$ cat config.mk
export PLATFORM = sky130hd
export DESIGN_NAME = xlat_cache
export DESIGN_NICKNAME = d
export VERILOG_FILES = /design/src/rtl/xc_pkg.sv /design/src/rtl/xc_match.sv /design/src/rtl/xc_victim.sv /design/src/rtl/xlat_cache.sv
export SDC_FILE = /design/constraint.sdc
export NUM_CORES = 1
export LEC_CHECK = 0
export ABC_CLOCK_PERIOD_IN_PS = 6300
export BUFFER_PORTS_ARGS = -buffer_cell sky130_fd_sc_hd__clkbuf_2
export CORE_UTILIZATION = 35
export CTS_CLUSTER_DIAMETER = 60
export DETAILED_ROUTE_END_ITERATION = 8
export PLACE_DENSITY_LB_ADDON = 0.08
export SLEW_MARGIN = 20
export SYNTH_ARGS = -nofsm -noshare
export SYNTH_HDL_FRONTEND = slang
export SYNTH_SLANG_ARGS = --single-unit
export TNS_END_PERCENT = 1
$ cat constraint.sdc
create_clock -name clk -period 6.3 [get_ports clk]
set_input_delay 0.945 -clock clk [delete_from_list [all_inputs] [get_ports clk]]
set_output_delay 0.945 -clock clk [all_outputs]
set_load 0.01 [all_outputs]
$ cat src/rtl/xc_pkg.sv
package xc_pkg;
  localparam logic [1:0] CMD_NONE = 2'b00;
  localparam logic [1:0] CMD_PAGE = 2'b01;
  localparam logic [1:0] CMD_CTX  = 2'b10;
  localparam logic [1:0] CMD_ALL  = 2'b11;
endpackage

$ cat src/rtl/xc_match.sv
module xc_match #(
  parameter int N  = 16,
  parameter int VW = 20
) (
  input  logic [VW-1:0] tags [N],
  input  logic [N-1:0]  live,
  input  logic [VW-1:0] key,
  output logic [N-1:0]  hit
);
  for (genvar i = 0; i < N; i++) begin : g_cmp
    assign hit[i] = live[i] && (tags[i] == key);
  end
endmodule

$ cat src/rtl/xc_victim.sv
module xc_victim #(
  parameter int N = 16,
  localparam int IW = (N > 1) ? $clog2(N) : 1
) (
  input  logic [N-1:0]  live,
  input  logic [IW-1:0] rr_ptr,
  output logic [IW-1:0] slot,
  output logic          took_free
);
  logic [IW-1:0] free_idx;
  always_comb begin
    free_idx = '0;
    for (int i = N - 1; i >= 0; i--) begin
      if (!live[i]) free_idx = IW'(i);
    end
  end
  assign took_free = ~&live;
  assign slot      = took_free ? free_idx : rr_ptr;
endmodule

$ cat src/rtl/xlat_cache.sv
module xlat_cache #(
  parameter int ENTRIES = 16,
  parameter int VPN_W   = 20,
  parameter int PFN_W   = 20,
  parameter int PROT_W  = 2
) (
  input  logic              clk,
  input  logic              rst_n,
  input  logic              lk_valid,
  output logic              lk_ready,
  input  logic [VPN_W-1:0]  lk_vpn,
  input  logic              lk_write,
  output logic              rsp_valid,
  output logic              rsp_hit,
  output logic [PFN_W-1:0]  rsp_pfn,
  output logic [PROT_W-1:0] rsp_prot,
  output logic              rsp_global,
  input  logic              fill_valid,
  output logic              fill_ready,
  input  logic [VPN_W-1:0]  fill_vpn,
  input  logic [PFN_W-1:0]  fill_pfn,
  input  logic [PROT_W-1:0] fill_prot,
  input  logic              fill_global,
  input  logic              fill_dirty,
  input  logic              cmd_valid,
  input  logic [1:0]        cmd_op,
  input  logic [VPN_W-1:0]  cmd_vpn
);
  import xc_pkg::*;
  localparam int IW = (ENTRIES > 1) ? $clog2(ENTRIES) : 1;

  logic [VPN_W-1:0]  tag_q  [ENTRIES];
  logic [PFN_W-1:0]  pfn_q  [ENTRIES];
  logic [PROT_W-1:0] prot_q [ENTRIES];
  logic [ENTRIES-1:0] valid_q, glob_q, dirty_q;
  logic [IW-1:0]     rr_q;

  // Handshakes: commands outrank fills, fills outrank lookups.
  assign fill_ready = !cmd_valid;
  assign lk_ready   = !fill_valid;
  logic lk_fire, fill_fire;
  assign lk_fire   = lk_valid && lk_ready;
  assign fill_fire = fill_valid && fill_ready;

  // Command decode into a kill mask applied before lookup compare.
  logic [ENTRIES-1:0] cmd_hit_vec, kill;
  xc_match #(.N(ENTRIES), .VW(VPN_W)) u_cmd_match (
    .tags(tag_q), .live(valid_q), .key(cmd_vpn), .hit(cmd_hit_vec)
  );
  always_comb begin
    kill = '0;
    if (cmd_valid) begin
      case (cmd_op)
        CMD_PAGE: kill = cmd_hit_vec;
        CMD_CTX:  kill = ~glob_q;
        CMD_ALL:  kill = '1;
        default:  kill = '0;
      endcase
    end
  end

  // Lookup compare against surviving entries.
  logic [ENTRIES-1:0] lk_hit_vec;
  xc_match #(.N(ENTRIES), .VW(VPN_W)) u_lk_match (
    .tags(tag_q), .live(valid_q & ~kill), .key(lk_vpn), .hit(lk_hit_vec)
  );
  logic [PFN_W-1:0]  sel_pfn;
  logic [PROT_W-1:0] sel_prot;
  logic              sel_glob, sel_dirty;
  always_comb begin
    sel_pfn = '0; sel_prot = '0; sel_glob = 1'b0; sel_dirty = 1'b0;
    for (int i = 0; i < ENTRIES; i++) begin
      if (lk_hit_vec[i]) begin
        sel_pfn   |= pfn_q[i];
        sel_prot  |= prot_q[i];
        sel_glob  |= glob_q[i];
        sel_dirty |= dirty_q[i];
      end
    end
  end
  logic lk_ok;
  assign lk_ok = (|lk_hit_vec) && (!lk_write || sel_dirty);

  // Fill target: existing copy first, else free slot, else round robin.
  logic [ENTRIES-1:0] fill_hit_vec;
  xc_match #(.N(ENTRIES), .VW(VPN_W)) u_fill_match (
    .tags(tag_q), .live(valid_q), .key(fill_vpn), .hit(fill_hit_vec)
  );
  logic [IW-1:0] dup_idx, vic_idx, tgt_idx;
  logic          took_free, is_dup;
  always_comb begin
    dup_idx = '0;
    for (int i = 0; i < ENTRIES; i++) begin
      if (fill_hit_vec[i]) dup_idx = IW'(i);
    end
  end
  xc_victim #(.N(ENTRIES)) u_victim (
    .live(valid_q), .rr_ptr(rr_q), .slot(vic_idx), .took_free(took_free)
  );
  assign is_dup  = |fill_hit_vec;
  assign tgt_idx = is_dup ? dup_idx : vic_idx;

  always_ff @(posedge clk) begin
    if (!rst_n) begin
      valid_q <= '0;
      rr_q    <= '0;
    end else begin
      valid_q <= valid_q & ~kill;
      if (fill_fire) valid_q[tgt_idx] <= 1'b1;
      if (cmd_valid && cmd_op == CMD_ALL) begin
        rr_q <= '0;
      end else if (fill_fire && !is_dup && !took_free) begin
        rr_q <= (rr_q == IW'(ENTRIES - 1)) ? '0 : rr_q + 1'b1;
      end
    end
  end

  always_ff @(posedge clk) begin
    if (fill_fire) begin
      tag_q[tgt_idx]   <= fill_vpn;
      pfn_q[tgt_idx]   <= fill_pfn;
      prot_q[tgt_idx]  <= fill_prot;
      glob_q[tgt_idx]  <= fill_global;
      dirty_q[tgt_idx] <= fill_dirty;
    end
  end

  always_ff @(posedge clk) begin
    if (!rst_n) begin
      rsp_valid  <= 1'b0;
      rsp_hit    <= 1'b0;
      rsp_pfn    <= '0;
      rsp_prot   <= '0;
      rsp_global <= 1'b0;
    end else begin
      rsp_valid <= lk_fire;
      if (lk_fire) begin
        rsp_hit    <= lk_ok;
        rsp_pfn    <= sel_pfn;
        rsp_prot   <= sel_prot;
        rsp_global <= sel_glob;
      end
    end
  end
endmodule

==> results of run 1 <==
## worst max-delay path, stage by stage
cell,delay [ns]
clkbuf_2,0.71
buf_4,0.35
xor2_1,0.08
nor4_1,0.65
nand4_1,0.41
nand4_1,0.24
nor4_2,0.10
a31oi_1,0.22
nor2b_1,0.60
buf_4,0.30
and3_2,0.21
buf_12,0.32
## registers in the layout, indices dropped and copies added (netlist names)
| name | count |
|---|---|
| tag_q | 320 |
| prot_q | 32 |
| rr_q | 4 |
| rsp_hit | 1 |
| rsp_prot | 2 |
| pfn_q | 320 |
| rsp_global | 1 |
| rsp_pfn | 20 |
| dirty_q | 16 |
| rsp_valid | 1 |
| valid_q | 16 |
| glob_q | 16 |
## where the power goes
part	switching, mW	internal [mW]	leakage, nW
combinational	0.705	0.301	5.48
clock	2.28	3.00	1.46
sequential	0.0218	5.47	6.71
total	3.01	8.77	13.6
## metrics by stage
stage / area, um2 / hold WS (ns) / total power, mW / std cells
floorplan: 37900 / 0.462 / 6.10 / 2907
global placement: 40800 / 0.528 / 6.59 / 4399
detailed placement: 40800 / 0.522 / 6.58 / 4399
CTS: 43800 / 0.541 / 11.9 / 4574
global route: 43800 / 0.555 / 12.1 / 4574
finish: 43800 / 0.535 / 11.8 / 4574
## layer usage
| metal | part of all wire (%) | global-route usage (%) |
|---|---|---|
| met1 | 42 | 39.8 |
| met2 | 47 | 49.2 |
| met3 | 6.4 | 4.35 |
| met4 | 4.8 | 13.1 |
| met5 | 0.015 | 0 |
## cells by family (layout without fill, tap and decap cells)
| kind of cell | after synthesis | in the layout | share of synthesized area, % |
|---|---|---|---|
| compound gates | 323 | 323 | 6.29 |
| flops | 749 | 749 | 58.2 |
| xor+xnor | 960 | 960 | 22.2 |
| buf+inv | 203 | 467 | 2.78 |
| mux | 1 | 1 | 0.0264 |
| simple gates | 670 | 670 | 10.4 |
| fa+ha+maj | 1 | 1 | 0.0330 |
## cells in the final DEF, fill, tap and decap left out, types with 65 or more instances in the layout
cell and n:
nor4_1 118, nand4_1 213, xnor2_1 625, nand2_1 83, nand3_1 65, a22oi_1 139, clkbuf_16 96, xor2_1 334
buf_4 133, clkbuf_2 118, edfxtp_1 704
## cell usage after synthesis, drive strengths merged, types with 24 or more instances
cell    count
a21oi      36
a222oi     24
a22oi     139
buf       131
clkbuf     54
dfxtp      45
edfxtp    704
nand2      83
nand3      65
nand4     214
nor2       24
nor3       47
nor4      122
o21ai      44
xnor2     626
xor2      334
## cell type report
class                           instances  area (um2)  share of cell area (%)
Inverter                               18        67.6                   0.154
Clock inverter                         54         509                    1.16
Clock buffer                          121        2530                    5.77
Multi-Input combinational cell       1955       14900                    33.9
Sequential cell                       749       22000                    50.3
Tap cell                             1403        1760                    4.01
Timing Repair Buffer                  274        2050                    4.68
## final timing paths
check / to / slack [ns] / depth (start not counted)
setup reg to reg: tag_q[282] / 1.93 / 11
setup / recovery: tag_q[282] / 1.38 / 12
hold / removal: rsp_prot[1] / 0.53 / 2
hold reg to reg: rsp_prot[1] / 0.53 / 2
==> key figures, run 1 <==
Outcome
  – Status: complete, no violations

Global route
  – Initial antenna violation count: 5
  – Congestion Overflow GR: 0
  – All-layer global routing usage: 30.2%
  – Vias in the first global route: ~27k
  – Global-route wire length before repair: roughly 230000 um
  – Largest net degree at the start of global routing: 45

Route
  – 1st-iter DRT viols: approximately 3k
  – Routed wire length: around 170000 um
  – Drt pass-1 iters: 6
  – Drt via density: slightly below 6
  – Vias: 26.9k
  – Post-detailed-route count of antenna-violating nets: 0
  – # DRC: 0
  – Average wire per standard cell: approximately 36 um

Min path
  – Worst hold path class: reg -> reg
  – Min-delay src: rsp_prot[1]

Synthesis
  – Async SR Flop Fraction: 0%
  – Ys flop type: edfxtp_1
  – Post-synth top area share: between 50% and 60%
  – Netlist cell types: 67
  – Mapped Nets: approximately 3.0k
  – Number of synthesized flops with an enable pin: around 700
  – Mapped Area: approximately 0.038 mm2
  – Avg Inst Size Synth: between 10 and 15 um2
  – Synth area leader: edfxtp_1
  – Cells after Synth: roughly 2.9k
  – Register bit total from synthesis: between 700 and 800
  – Register area share after synthesis: slightly below 60%
  – Area contributors post-synth: edfxtp_1, xnor2_1, xor2_1, nand4_1, a22oi_1
  – YS warnings: 0

Finish
  – Layout cells sized above 1: roughly 15%
  – Fin nets: 3186
  – Area growth syn-to-layout: 15.7%
  – Fillers: between 10k and 15k
  – Final core occ: around two fifths
  – Diodes inserted: 0

Power
  – PwrDens: about 270 mW/mm2
  – Max VDD drop: between 0.2 and 0.25 mV
  – Leak pwr: around 14 nW

Setup path
  – Reg2Reg Launch Point: tag_q[281]
  – Setup CP Type: in -> reg
  – CP endpoint kind: flip-flop
  – Critical path launch point type: input port
  – Worst Setup SP: fill_vpn[0]
  – CP max FO: 44
  – Critical path data required time: between 6 and 7 ns
  – Arrival @ worst endpoint: between 5 and 6 ns

Die
  – Initial Util: a little over a third
  – Die height: about 330 um
  – IO Pins: between 100 and 150
  – Total core area: 0.107 mm2
  – Die X: about 330 um
  – Die area: ~0.11 mm2
  – Std-Cell Rows: 120

Placement
  – Port Buf Inserts: about 120
  – Routability cong.: around 1.0
  – DP Wirelength: ~110000 um
  – Post-Place Setup Slack: around 0.8 ns

STA
  – Setup Viol. Count Final: 0
  – Fin. Hold Viols: 0
  – Tcrit/Tclk final: a little under 80%
  – Max frequency: slightly above 200 MHz
  – Max Transition Viols Final: 0
  – RSZ-0062 raised after global routing: false
  – Period minus WS final: 4.92 ns
  – Slew Limit Headroom: 22.5%
  – Worst slew pin tran: 1.16 ns
  – PnR worst setup slack: 1.38 ns
  – Clk_skew: around 0.07 ns
  – TNS Setup: 0 ns

Job
  – Max-capacitance violation count: 0

Clock tree
  – Clock Latency Late Sink: about 0.70 ns
  – Hold buffers post-CTS: 0
  – TritonCTS Buffers: 95
  – Root Driver: clkbuf_16
  – H-tree levels: 3
  – CTS max path bufs: 3
  – CTS tree: done
  – Clock-pin slew on the worst setup and hold paths: approximately 0.05 ns
  – Post-CTS Setup Inserts: 0
  – Post-cts sizing count: 0
  – Clock sinks: ~750
(Power assumes the default switching activity.)
==> inputs of run 2 (changes only) <==
Settings changed: ABC_CLOCK_PERIOD_IN_PS 6300 to 4200.
Clock period 6.3 ns to 4.2 ns, I/O delays scaled along.
==> run 2 against run 1 <==
  * Routed wire length increased by 7.0%
  * Clock skew shrank 0.0082 ns
  * Register-to-register slack worse by 1.7 ns
  * Sequential share of layout area is 3.8 points lower
  * Via count is 5.5% higher
  * First-iteration DRC count up 11%
  * Largest cell class unchanged
  * Highest routed layer unchanged
==> key figures, run 2 (synthesis results as in run 1) <==
Outcome
  – Status: complete, no violations

Min path
  – Hold path depth: 1 (-1)
  – WHS Endpoint: tag_q[95]
  – Min-delay src: fill_vpn[15]
  – Worst hold path class: in -> reg

Finish
  – Diodes inserted: 0 (unchanged)
  – Most frequent cells in the layout: edfxtp_1, xnor2_1, xor2_1
  – Area growth syn-to-layout: 25.1%
  – Fin nets: 3463 (+8.7%)
  – Top flop regs: pfn_q: 320 flops, tag_q: 320 flops, prot_q: 32 flops
  – Layout cells sized above 1: 22.0% (+7.4 points)
  – Commonest non-fill, non-tap cell in the layout: edfxtp_1

Route
  – Routed wire length: 177000 um (+7.0%)
  – Average wire per standard cell: 36.5 um (+0.85%)
  – Drt pass-1 iters: 5 (-1)
  – Vias: 28.4k (+5.5%)
  – Drt via density: 5.85 (-0.56%)
  – 1st-iter DRT viols: 3361 (+11%)
  – Post-detailed-route count of antenna-violating nets: 0 (unchanged)
  – # DRC: 0 (unchanged)

Setup path
  – R2r endpoint: tag_q[316]
  – Most common cell on crit path: buf_4
  – Arrival @ worst endpoint: 4.38 ns (-0.83 ns)
  – CP max FO: 21 (-52%)
  – Register-to-Register Path Depth: 11 (unchanged)
  – CP top delay family: simple AND/OR/NAND/NOR gates
  – Buf/Inv on CP: 3 (-1)
  – Reg2Reg Launch Point: tag_q[287]
  – Critical path launch point type: flip-flop
  – Slowest stage cell on the critical path: edfxtp_1
  – Critical path data required time: 4.57 ns (-2.02 ns)
  – Setup CP Type: reg -> reg
  – Slowest stage delay, CP: 0.52 ns (-0.19 ns)
  – CP endpoint kind: flip-flop
  – Critical Path, Cell by Cell: xnor2_1 -> or4b_1 -> nor4_1 -> nand4b_1 -> nand4_1 -> buf_4 -> o21bai_1 -> buf_4 -> nor3b_2 -> and3_2 -> buf_12
  – R2R setup slack: 0.19 ns (-1.74 ns)

Placement
  – Routability cong.: 0.958 (-5.5%)
  – DP Wirelength: 127000 um (+13%)
  – Port Buf Inserts: 118 (unchanged)
  – Post-Place Setup Slack: -0.340 ns (-1.16 ns)

Power
  – Max VDD drop: 0.342 mV (+68%)
  – PwrDens: 395 mW/mm2 (+47%)
  – Total chip power: 18.7 mW (+59%)
  – Leak pwr: 15.5 nW (+14%)

Clock tree
  – TritonCTS Buffers: 96 (+1.1%)
  – CTS max path bufs: 3 (unchanged)
  – Hold buffers post-CTS: 0 (unchanged)
  – H-tree levels: 3 (unchanged)
  – Clock Latency Late Sink: 0.72 ns (+0.02 ns)
  – Root Driver: clkbuf_16
  – Clock-pin slew on the worst setup and hold paths: 0.06 ns (about the same)
  – Post-cts sizing count: 0 (unchanged)
  – CTS tree: done
  – Post-CTS Setup Inserts: 0 (unchanged)
  – Clock sinks: 749 (unchanged)

Die
  – Initial Util: 35.3% (unchanged)
  – Std-Cell Rows: 120 (unchanged)
  – Die area: 0.109 mm2 (unchanged)
  – Die height: 331 um (unchanged)
  – Die X: 331 um (unchanged)
  – Total core area: 0.107 mm2 (unchanged)
  – IO Pins: 119 (unchanged)

STA
  – Setup Viol. Count Final: 0 (unchanged)
  – Tcrit/Tclk final: a little over nine tenths
  – Max frequency: ~250 MHz
  – Worst hold slack: 0.239 ns (-0.295 ns)
  – PnR worst setup slack: 0.191 ns (-1.19 ns)
  – Clk_skew: 0.0615 ns (-0.00817 ns)
  – Slew Limit Headroom: 35.0% (+12 points)
  – Max Transition Viols Final: 0 (unchanged)
  – TNS Setup: 0 ns (unchanged)
  – Period minus WS final: ~4 ns
  – RSZ-0062 raised after global routing: false
  – Worst slew pin tran: 0.975 ns (-0.187 ns)
  – Fin. Hold Viols: 0 (unchanged)

Global route
  – Vias in the first global route: 28.6k (+6.2%)
  – Global-route wire length before repair: 241000 um (+6.7%)
  – Congestion Overflow GR: 0 (unchanged)
  – Initial antenna violation count: 7 (+2)
  – All-layer global routing usage: 32.4% (+2.2 points)
  – Largest net degree at the start of global routing: 33 (-27%)

Job
  – Max-capacitance violation count: 0 (unchanged)
-- run 2: worst reg2reg max path, stage by stage (launching register included) --
cell      delay, ns
edfxtp_1       0.52
xnor2_1        0.37
or4b_1         0.47
nor4_1         0.29
nand4b_1       0.25
nand4_1        0.27
buf_4          0.16
o21bai_1       0.13
buf_4          0.18
nor3b_2        0.41
and3_2         0.40
buf_12         0.23
-- run 2: through the flow --
step           utilization, %  std cells  cell area [um2]
3_5_place_dp             41.0       4675            44000
5_1_grt                  44.2       4855            47400
2_1_floorplan               -       2907            38000
4_1_cts                  44.2       4855            47400
6_report                 44.2       4855            47400
3_3_place_gp             41.0       4675            44000
-- run 2: layout make-up --
class | count | area [um2]
clock buffer | 114 | 2510
inverter | 18 | 67.6
clock inverter | 66 | 861
timing repair buffer | 550 | 5220
fill | 9812 | 59800
multi-input combinational | 1955 | 14900
tap | 1403 | 1760
sequential | 749 | 22000
-- run 2: worst max path at each step --
stage / from / endpoint / slack [ns] / depth (start not counted)
2_1_floorplan: fill_vpn[18] / dirty_q[0] / -0.11 / 13
3_3_place_gp: cmd_vpn[7] / rsp_pfn[6] / -0.47 / 13
3_5_place_dp: cmd_vpn[7] / rsp_pfn[2] / -0.34 / 13
4_1_cts: tag_q[287] / tag_q[123] / 0.23 / 11
5_1_grt: tag_q[287] / tag_q[26] / 0.10 / 10
6_report: tag_q[287] / tag_q[316] / 0.19 / 11
-- run 2: routing by layer --
| layer | vias to the layer above | part of all wire [%] | track usage [%] |
|---|---|---|---|
| li1 | 11900 | - | - |
| met1 | 14700 | 42 | 42.8 |
| met2 | 1438 | 47 | 53.0 |
| met3 | 415 | 6.4 | 4.59 |
| met4 | 4 | 5.0 | 13.9 |
| met5 | - | 0.012 | 0 |
-- run 2: power by group --
part           switching [mW]  total [mW]  internal (mW)
registers              0.0364        8.24           8.21
logic                    1.12        1.77          0.642
clock network            3.55        8.70           5.15
